==> config.mk <==
export PLATFORM = sky130hd
export DESIGN_NAME = rx_char_buffer
export DESIGN_NICKNAME = d
export VERILOG_FILES = /design/src/rtl/rx_buf_pkg.sv /design/src/rtl/rx_buf_ctrl.sv /design/src/rtl/rx_buf_datapath.sv /design/src/rtl/rx_char_buffer.sv
export SDC_FILE = /design/constraint.sdc
export NUM_CORES = 1
export LEC_CHECK = 0
export ABC_AREA = 1
export BUFFER_PORTS_ARGS = -buffer_cell sky130_fd_sc_hd__buf_2
export CORE_MARGIN = 8
export CORE_UTILIZATION = 40
export DETAILED_ROUTE_END_ITERATION = 8
export HOLD_SLACK_MARGIN = 0.08
export PLACE_DENSITY_LB_ADDON = 0.2
export SLEW_MARGIN = 30
export SYNTH_ARGS = -nofsm -noshare
export SYNTH_HDL_FRONTEND = slang
export SYNTH_SLANG_ARGS = --single-unit
==> constraint.sdc <==
create_clock -name clk -period 3.4 [get_ports clk]
set_input_delay 0.34 -clock clk [delete_from_list [all_inputs] [get_ports clk]]
set_output_delay 0.34 -clock clk [all_outputs]
set_load 0.005 [all_outputs]
==> src/rtl/rx_buf_pkg.sv <==
package rx_buf_pkg;
  localparam int DATA_W  = 8;
  localparam int MIN_W   = 5;
  localparam int SEL_W   = 2;
  localparam int DEPTH   = 2;
  localparam int CNT_W   = $clog2(DEPTH + 1);
  localparam int IDX_W   = $clog2(DEPTH);

  typedef struct packed {
    logic [DATA_W-1:0] data;
    logic              frameErr;
    logic              parityErr;
    logic              overrun;
  } rxChar_t;

  typedef struct packed {
    logic             flush;
    logic             pop;
    logic             pushIn;
    logic             pushPend;
    logic             loadPend;
    logic             setOvr;
    logic [IDX_W-1:0] wrIdx;
  } bufStrobe_t;

  function automatic logic [DATA_W-1:0] widthMask(input logic [SEL_W-1:0] sel);
    logic [DATA_W-1:0] m;
    for (int i = 0; i < DATA_W; i++) m[i] = (i < MIN_W + int'(sel));
    return m;
  endfunction
endpackage

==> src/rtl/rx_buf_ctrl.sv <==
module rx_buf_ctrl
  import rx_buf_pkg::*;
(
  input  logic       clk,
  input  logic       rstN,
  input  logic       rxEnable,
  input  logic       shiftValid,
  input  logic       startDetect,
  input  logic       rdStrobe,
  output bufStrobe_t strobes,
  output logic       notEmpty
);
  logic [CNT_W-1:0] count;
  logic             pendValid;
  logic             space;
  logic [CNT_W-1:0] afterPop;

  always_comb begin
    strobes          = '0;
    strobes.flush    = !rxEnable;
    strobes.pop      = rxEnable && rdStrobe && (count != '0);
    afterPop         = count - CNT_W'(strobes.pop);
    space            = afterPop < CNT_W'(DEPTH);
    strobes.wrIdx    = afterPop[IDX_W-1:0];
    strobes.pushPend = rxEnable && pendValid && space;
    strobes.pushIn   = rxEnable && shiftValid && !pendValid && space;
    strobes.loadPend = rxEnable && shiftValid &&
                       (strobes.pushPend || (!pendValid && !space));
    strobes.setOvr   = rxEnable && startDetect && pendValid && !strobes.pushPend;
  end

  always_ff @(posedge clk or negedge rstN) begin
    if (!rstN) begin
      count     <= '0;
      pendValid <= 1'b0;
    end else if (strobes.flush) begin
      count     <= '0;
      pendValid <= 1'b0;
    end else begin
      count     <= afterPop + CNT_W'(strobes.pushIn || strobes.pushPend);
      pendValid <= strobes.loadPend || (pendValid && !strobes.pushPend);
    end
  end

  assign notEmpty = (count != '0);
endmodule

==> src/rtl/rx_buf_datapath.sv <==
module rx_buf_datapath
  import rx_buf_pkg::*;
(
  input  logic       clk,
  input  logic       rstN,
  input  bufStrobe_t strobes,
  input  rxChar_t    inChar,
  output rxChar_t    headChar
);
  rxChar_t slot [DEPTH];
  rxChar_t pend;
  rxChar_t newEntry;

  assign newEntry = strobes.pushPend ? pend : inChar;

  for (genvar g = 0; g < DEPTH; g++) begin : g_slot
    always_ff @(posedge clk or negedge rstN) begin
      if (!rstN) begin
        slot[g] <= '0;
      end else if (!strobes.flush) begin
        if ((strobes.pushIn || strobes.pushPend) && strobes.wrIdx == IDX_W'(g))
          slot[g] <= newEntry;
        else if (strobes.pop && g < DEPTH - 1)
          slot[g] <= slot[(g < DEPTH - 1) ? g + 1 : g];
      end
    end
  end

  always_ff @(posedge clk or negedge rstN) begin
    if (!rstN)                 pend <= '0;
    else if (strobes.flush)    pend <= '0;
    else if (strobes.loadPend) pend <= inChar;
    else if (strobes.setOvr)   pend.overrun <= 1'b1;
  end

  assign headChar = slot[0];
endmodule

==> src/rtl/rx_char_buffer.sv <==
module rx_char_buffer
  import rx_buf_pkg::*;
(
  input  logic              clk,
  input  logic              rstN,
  input  logic              rxEnable,
  input  logic [SEL_W-1:0]  charWidth,
  input  logic              shiftValid,
  input  logic [DATA_W-1:0] shiftData,
  input  logic              shiftFrameErr,
  input  logic              shiftParityErr,
  input  logic              startDetect,
  input  logic              rdStrobe,
  input  logic              rxIntEnable,
  output logic [DATA_W-1:0] rdData,
  output logic              rxComplete,
  output logic              frameErr,
  output logic              overrun,
  output logic              parityErr,
  output logic              rxIrq
);
  bufStrobe_t strobes;
  rxChar_t    inChar;
  rxChar_t    headChar;
  logic       notEmpty;

  always_comb begin
    inChar.data      = shiftData & widthMask(charWidth);
    inChar.frameErr  = shiftFrameErr;
    inChar.parityErr = shiftParityErr;
    inChar.overrun   = 1'b0;
  end

  rx_buf_ctrl u_ctrl (
    .clk(clk), .rstN(rstN), .rxEnable(rxEnable), .shiftValid(shiftValid),
    .startDetect(startDetect), .rdStrobe(rdStrobe),
    .strobes(strobes), .notEmpty(notEmpty)
  );

  rx_buf_datapath u_dp (
    .clk(clk), .rstN(rstN), .strobes(strobes), .inChar(inChar), .headChar(headChar)
  );

  assign rxComplete = notEmpty;
  assign rdData     = notEmpty ? headChar.data : '0;
  assign frameErr   = notEmpty && headChar.frameErr;
  assign parityErr  = notEmpty && headChar.parityErr;
  assign overrun    = notEmpty && headChar.overrun;
  assign rxIrq      = notEmpty && rxIntEnable;
endmodule

==> metrics.txt, run 1 <==
RSZ-0062 raised after global routing no; top area cells in the synthesized netlist dfrtp_1, nand2_1, nand3_1; Crit path top cell by count nand2_1; RD Place Congestion 0.826; PortBufs 31; Root Driver clkbuf_8; io pins 32; Buf+Inv Stages, Crit Path 4; TritonCTS clock tree done; delay-heaviest family, CP simple AND/OR/NAND/NOR gates; Max stage delay on crit path 0.43 ns; CP Launch Type flop; pin count of the biggest net entering global routing 37; vias in the first global route 1684; most common cell in the netlist nand2_1; hpwl dp 3.47 mm; DP Area 2190 µm²; Max-Cap Viols 0; Worst-Margin Slew 0.784 ns; share of post-route cells with drive strength above 1 0.195; Post-CTS Hold Fix Bufs 0; CTS Buffer Depth 2; worst setup margin 0.560 ns; Cell Chain, Critical Path inv_2 > nand2_1 > nand3_2 > inv_1 > ha_1 > inv_1 > nand2_2 > nand2_1 > a21oi_1 > ha_1 > nand2_1 > nand2_1 > inv_2 > nand2_1 > nand2_1; Setup Viol. Count Final 0; hold slack 0.127 ns; Routed Antenna Nets 0; Pins Over Slew Limit 0; top cell type's share of synthesized area 0.445; static leakage 0.00129 µW; die area 7590 µm²; Hold Vio Cnt, Final 0; initial core utilization 0.404; crit path max fanout 13; P&R area growth vs syn 13.8%; Row Count 26; Worst Setup End Kind flop; total wire length 4.65 mm; clock slew at reported path FFs 0.08 ns; number of synthesized flops with an enable pin 0; DIE HEIGHT 87.1 µm; Synth Cell Area 2020 µm²; initial drt markers 106; Tmin final 2.84 ns; CP max stage cell ha_1; VDD IR max 0.257 mV; Layout Nets 328; YS warnings 0; TritonCTS Buffers 5; DRC viols 0; initial antenna violation count 0; Die X 87.1 µm; Post-Place Worst Slack 0.577 ns; WP data arrival 3.02 ns; FF+latch count, synth 36; Min-Delay Path Class in -> async; final setup TNS 0 ns; Power Density 658 nW/µm²; Mapped Cells 280; share of the yosys chip area belonging to registers 0.445; post-CTS setup buffer count 0; Distinct cells, synth 21; Max transition margin 0.477; post-synthesis async set-or-reset flop share 1.00; DR vias/cell 4.63; WS Path Type reg -> reg; clock insertion delay at the later pin of the skew report 0.29 ns; first-pass GRT wire length 7.90 mm; Synth top cells by count nand2_1, nand3_1, dfrtp_1; average size of a mapped cell 7.23 µm²; clk_skew 0.0110 ns; post_cts resized 0; Fmax 352 MHz; crit share post-route 0.835; gr usage total 0.132; Pre-antenna DRT Iters 4; ys flop type dfrtp_1; via count 1745; H-tree depth 2; total global routing overflow 0; status completed; ant diodes 0; post-route cell area 2300 µm²; Syn Nets 302; wire per inst 12.3 µm; area leader, netlist dfrtp_1; Core Box Area 5010 µm²; WP data required 3.58 ns; CTS Sinks 36
==> state kept, by name, summed over array words and instances, names as in the netlist <==
| signal | flops |
|---|---|
| u_ctrl.count | 2 |
| u_dp.pend | 11 |
| u_ctrl.pendValid | 1 |
| u_dp.slot | 11 |
| u_dp.headChar | 11 |
==> cell families after synthesis <==
kind of cell,count (synthesis),synth area share
AND/OR/NAND/NOR,181,0.392
AO/OA/AOI/OAI,19,0.0501
adder cells (fa/ha/maj),3,0.0185
flip-flops,36,0.445
buffers and inverters,41,0.0939
==> worst register-to-register path: stages, from the launching register on <==
cell and delay (ns):
dfrtp_1 0.40, inv_2 0.07, nand2_1 0.11, nand3_2 0.22, inv_1 0.12, ha_1 0.21, inv_1 0.08, nand2_2 0.09
nand2_1 0.10, a21oi_1 0.19, ha_1 0.43, nand2_1 0.31, nand2_1 0.19, inv_2 0.10, nand2_1 0.08, nand2_1 0.05
==> layer usage <==
layer | track usage | routed length [µm] | vias up
met1 | 0.183 | 2430 | 775
li1 | - | - | 927
met3 | 0.0217 | 207 | 6
met2 | 0.194 | 1930 | 37
met5 | 0 | 0 | -
met4 | 0.0609 | 78 | 0
==> area by class of cell <==
class	count	area, µm²
clock buffer	5	68.8
timing repair buffer	33	170
clock inverter	3	42.5
inverter	27	101
fill	546	2710
tap	70	87.6
multi-input combinational	203	933
sequential	36	901
==> where the power goes <==
group / internal (µW) / switching, µW / total, µW
registers: 562 / 73.1 / 635
logic: 183 / 323 / 507
clock network: 217 / 159 / 376
total: 962 / 555 / 1520
==> per-stage QoR <==
step / std cells / power (µW) / util
after floorplan: 280 / 1010 / -
after detailed placement: 369 / 1150 / 0.438
after global placement: 369 / 1150 / 0.438
after CTS: 377 / 1530 / 0.460
final: 377 / 1520 / 0.460
after global routing: 377 / 1640 / 0.460
==> path summary, 6_finish.rpt <==
kind	end	from	slack (ns)	cells after the start
min in group clk	u_dp.pend[4]	shiftData[1]	0.30	3
worst min-delay path	u_dp.pend[6]	rstN	0.13	1
worst max-delay path	u_dp.headChar[2]	u_ctrl.count[1]	0.56	15
worst min register to register	u_dp.headChar[6]	u_dp.headChar[6]	0.48	2
worst max register to register	u_dp.headChar[2]	u_ctrl.count[1]	0.56	15
max in group asynchronous	u_dp.slot[3]	rstN	2.77	1
==> cell usage in the layout, fill, tap and decap left out <==
cell type and n:
ha_1 3, a21oi_1 15, buf_2 31, o21ai_0 2
and3_1 1, o21ai_2 1, nor2_1 26, bufinv_16 1
nand3_2 2, dfrtp_1 36, buf_4 2, nand4_1 2
inv_1 24, inv_2 3, clkinvlp_4 1, nand3_1 41
o21a_1 1, clkbuf_8 5, nand3_4 1, nand2_1 96
clkinv_2 1, nand2_2 12
Note: power is estimated with default switching activity, not from simulation.
==> run 2, diff against run 1 <==
ABC_AREA = 0   (was 1)
clock period = 2.8 ns   (was 3.4 ns; I/O delays follow)
==> run 2 against run 1 <==
  * Global-route usage is 1.1 points lower
  * Clock-buffer cell count is 2 higher
  * Wire length is 15% lower
  * Hold slack worse by 0.053 ns
  * Fmax is 15% higher
  * Clock skew is 0.0042 ns lower
  * Via count is 22% lower
  * Largest cell class is now sequential cells
  * Largest power group unchanged
==> metrics.txt, run 2 <==
post-route cell area 2160 µm² (was 2300 µm²); vias in the first global route 1395 (was 1684); area leader, netlist dfrtp_1 (unchanged); static leakage 0.00103 µW (was 0.00129 µW); Post-CTS Hold Fix Bufs 0 (unchanged); total wire length 3.94 mm (was 4.65 mm); most common cell in the netlist dfrtp_1 (was nand2_1); DIE HEIGHT 84.5 µm (was 87.1 µm); R2R depth 7 (was 15); PortBufs 31 (unchanged); ant diodes 0 (unchanged); VDD IR max 0.283 mV (was 0.257 mV); commonest non-fill, non-tap cells in the layout dfrtp_1, buf_2, nand2_1, mux2i_1, and2_1 (was nand2_1, nand3_1, dfrtp_1, buf_2, nor2_1); Max-Cap Viols 0 (unchanged); DR vias/cell 4.94 (was 4.63); via count 1367 (was 1745); Distinct cells, synth 30 (was 21); Power Density 918 nW/µm² (was 658 nW/µm²); io pins 32 (unchanged); top cell type's share of synthesized area 0.480 (was 0.445); post-CTS setup buffer count 0 (unchanged); Synth Cell Area 1880 µm² (was 2020 µm²); initial antenna violation count 0 (unchanged); Worst-Margin Slew 0.791 ns (was 0.784 ns); YS warnings 0 (unchanged); CP Launch Type flop (unchanged); RD Place Congestion 0.764 (was 0.826); DP Area 2060 µm² (was 2190 µm²); Die X 84.5 µm (was 87.1 µm); Setup Viol. Count Final 0 (unchanged); crit share post-route 0.883 (was 0.835); Min-Delay Path Class in -> async (unchanged); Mapped Cells 191 (was 280); DRC viols 0 (unchanged); Synth top cells by count dfrtp_1, nand2_1, mux2i_1 (was nand2_1, nand3_1, dfrtp_1); initial drt markers 94 (was 106); Hold Vio Cnt, Final 0 (unchanged); Root Driver clkbuf_8 (unchanged); status completed (unchanged); pin count of the biggest net entering global routing 37 (unchanged); wire per inst 14.2 µm (was 12.3 µm); clock insertion delay at the later pin of the skew report 0.29 ns (about the same); clk_skew 0.00681 ns (was 0.0110 ns); Layout Nets 244 (was 328); post_cts resized 0 (unchanged); final setup TNS 0 ns (unchanged); Syn Nets 213 (was 302); CTS Buffer Depth 2 (unchanged); reg-to-reg endpoint u_dp.headChar[3] (was u_dp.headChar[2]); post-synthesis async set-or-reset flop share 1.00 (unchanged); worst setup margin 0.328 ns (was 0.560 ns); Critical Path Sink u_dp.headChar[3] (was u_dp.headChar[2]); Worst R2R Setup Slack 0.33 ns (was 0.56 ns); Tmin final 2.47 ns (was 2.84 ns); Row Count 25 (was 26); gr usage total 0.121 (was 0.132); WP data arrival 2.64 ns (was 3.02 ns); hpwl dp 2.89 mm (was 3.47 mm); Post-Place Worst Slack 0.336 ns (was 0.577 ns); average size of a mapped cell 9.83 µm² (was 7.23 µm²); top area cells in the synthesized netlist dfrtp_1, mux2i_1, and2_1 (was dfrtp_1, nand2_1, nand3_1); Routed Antenna Nets 0 (unchanged); share of post-route cells with drive strength above 1 0.211 (was 0.195); Core Box Area 4630 µm² (was 5010 µm²); TritonCTS Buffers 5 (unchanged); TritonCTS clock tree done (unchanged); Max transition margin 0.473 (was 0.477); ys flop type dfrtp_1 (unchanged); die area 7140 µm² (was 7590 µm²); Pre-antenna DRT Iters 4 (unchanged); WP data required 2.97 ns (was 3.58 ns); RSZ-0062 raised after global routing no (unchanged); first-pass GRT wire length 6.99 mm (was 7.90 mm); total global routing overflow 0 (unchanged); commonest non-fill, non-tap cell in the layout dfrtp_1 (was nand2_1); H-tree depth 2 (unchanged); clock slew at reported path FFs 0.07 ns (was 0.08 ns); Finished Core Util 0.466 (was 0.460); hold slack 0.0737 ns (was 0.127 ns); Worst Setup End Kind flop (unchanged); CP Launch Point u_ctrl.count[1] (unchanged); Fmax 405 MHz (was 352 MHz); share of the yosys chip area belonging to registers 0.480 (was 0.445); P&R area growth vs syn 14.9% (was 13.8%); number of synthesized flops with an enable pin 0 (unchanged); Pins Over Slew Limit 0 (unchanged); crit path max fanout 12 (was 13); CTS Sinks 36 (unchanged); initial core utilization 0.406 (was 0.404); FF+latch count, synth 36 (unchanged); WS Path Type reg -> reg (unchanged); reg-to-reg critical path startpoint u_ctrl.count[1] (unchanged)
## run 2: worst max-delay path: stages (launching register included)
cell and delay (ns):
dfrtp_1 0.42, o21a_1 0.25, and2_1 0.18, ha_1 0.21, xnor2_2 0.29, nand3_1 0.48, mux2i_1 0.42, o211ai_1 0.11
## run 2: where the power goes
part           total, µW  switching (µW)  internal [µW]
Sequential           837             111            727
Clock                383             184            200
Combinational        761             388            374
## run 2: kinds of logic after synthesis
kind of cell    Yosys count  synth area share
compound gates           33             0.115
xor+xnor                  3            0.0180
fa+ha+maj                 3            0.0200
buf+inv                  22            0.0593
flops                    36             0.480
mux                      17            0.0906
simple gates             77             0.217
## run 2: area by class of cell
class | count | area [µm²]
fill | 464 | 2470
tap | 54 | 67.6
multi-input combinational | 133 | 866
clock inverter | 1 | 7.51
sequential | 36 | 901
timing repair buffer | 36 | 193
clock buffer | 7 | 86.3
inverter | 10 | 37.5
## run 2: stage by stage
stage          power [µW]  std cells
3_3_place_gp         1610        269
4_1_cts              2010        277
6_report             1980        277
3_5_place_dp         1620        269
2_1_floorplan        1400        191
5_1_grt              2180        277
## run 2: worst min path at each step
stage / start / endpoint / cells after the start
detailed placement: rstN / u_ctrl.count[1] / 1
global route: rstN / u_dp.headChar[9] / 1
floorplan: rstN / u_ctrl.count[0] / 0
global placement: rstN / u_ctrl.count[1] / 1
finish: rstN / u_dp.headChar[5] / 1
CTS: rstN / u_dp.pend[0] / 1
## run 2: per-layer routing
| metal | vias up | routed length [µm] | global-route usage |
|---|---|---|---|
| met5 | - | 0 | 0 |
| met4 | 0 | 57 | 0.0388 |
| met3 | 7 | 284 | 0.0478 |
| met2 | 35 | 1550 | 0.162 |
| met1 | 615 | 2050 | 0.171 |
| li1 | 710 | - | - |
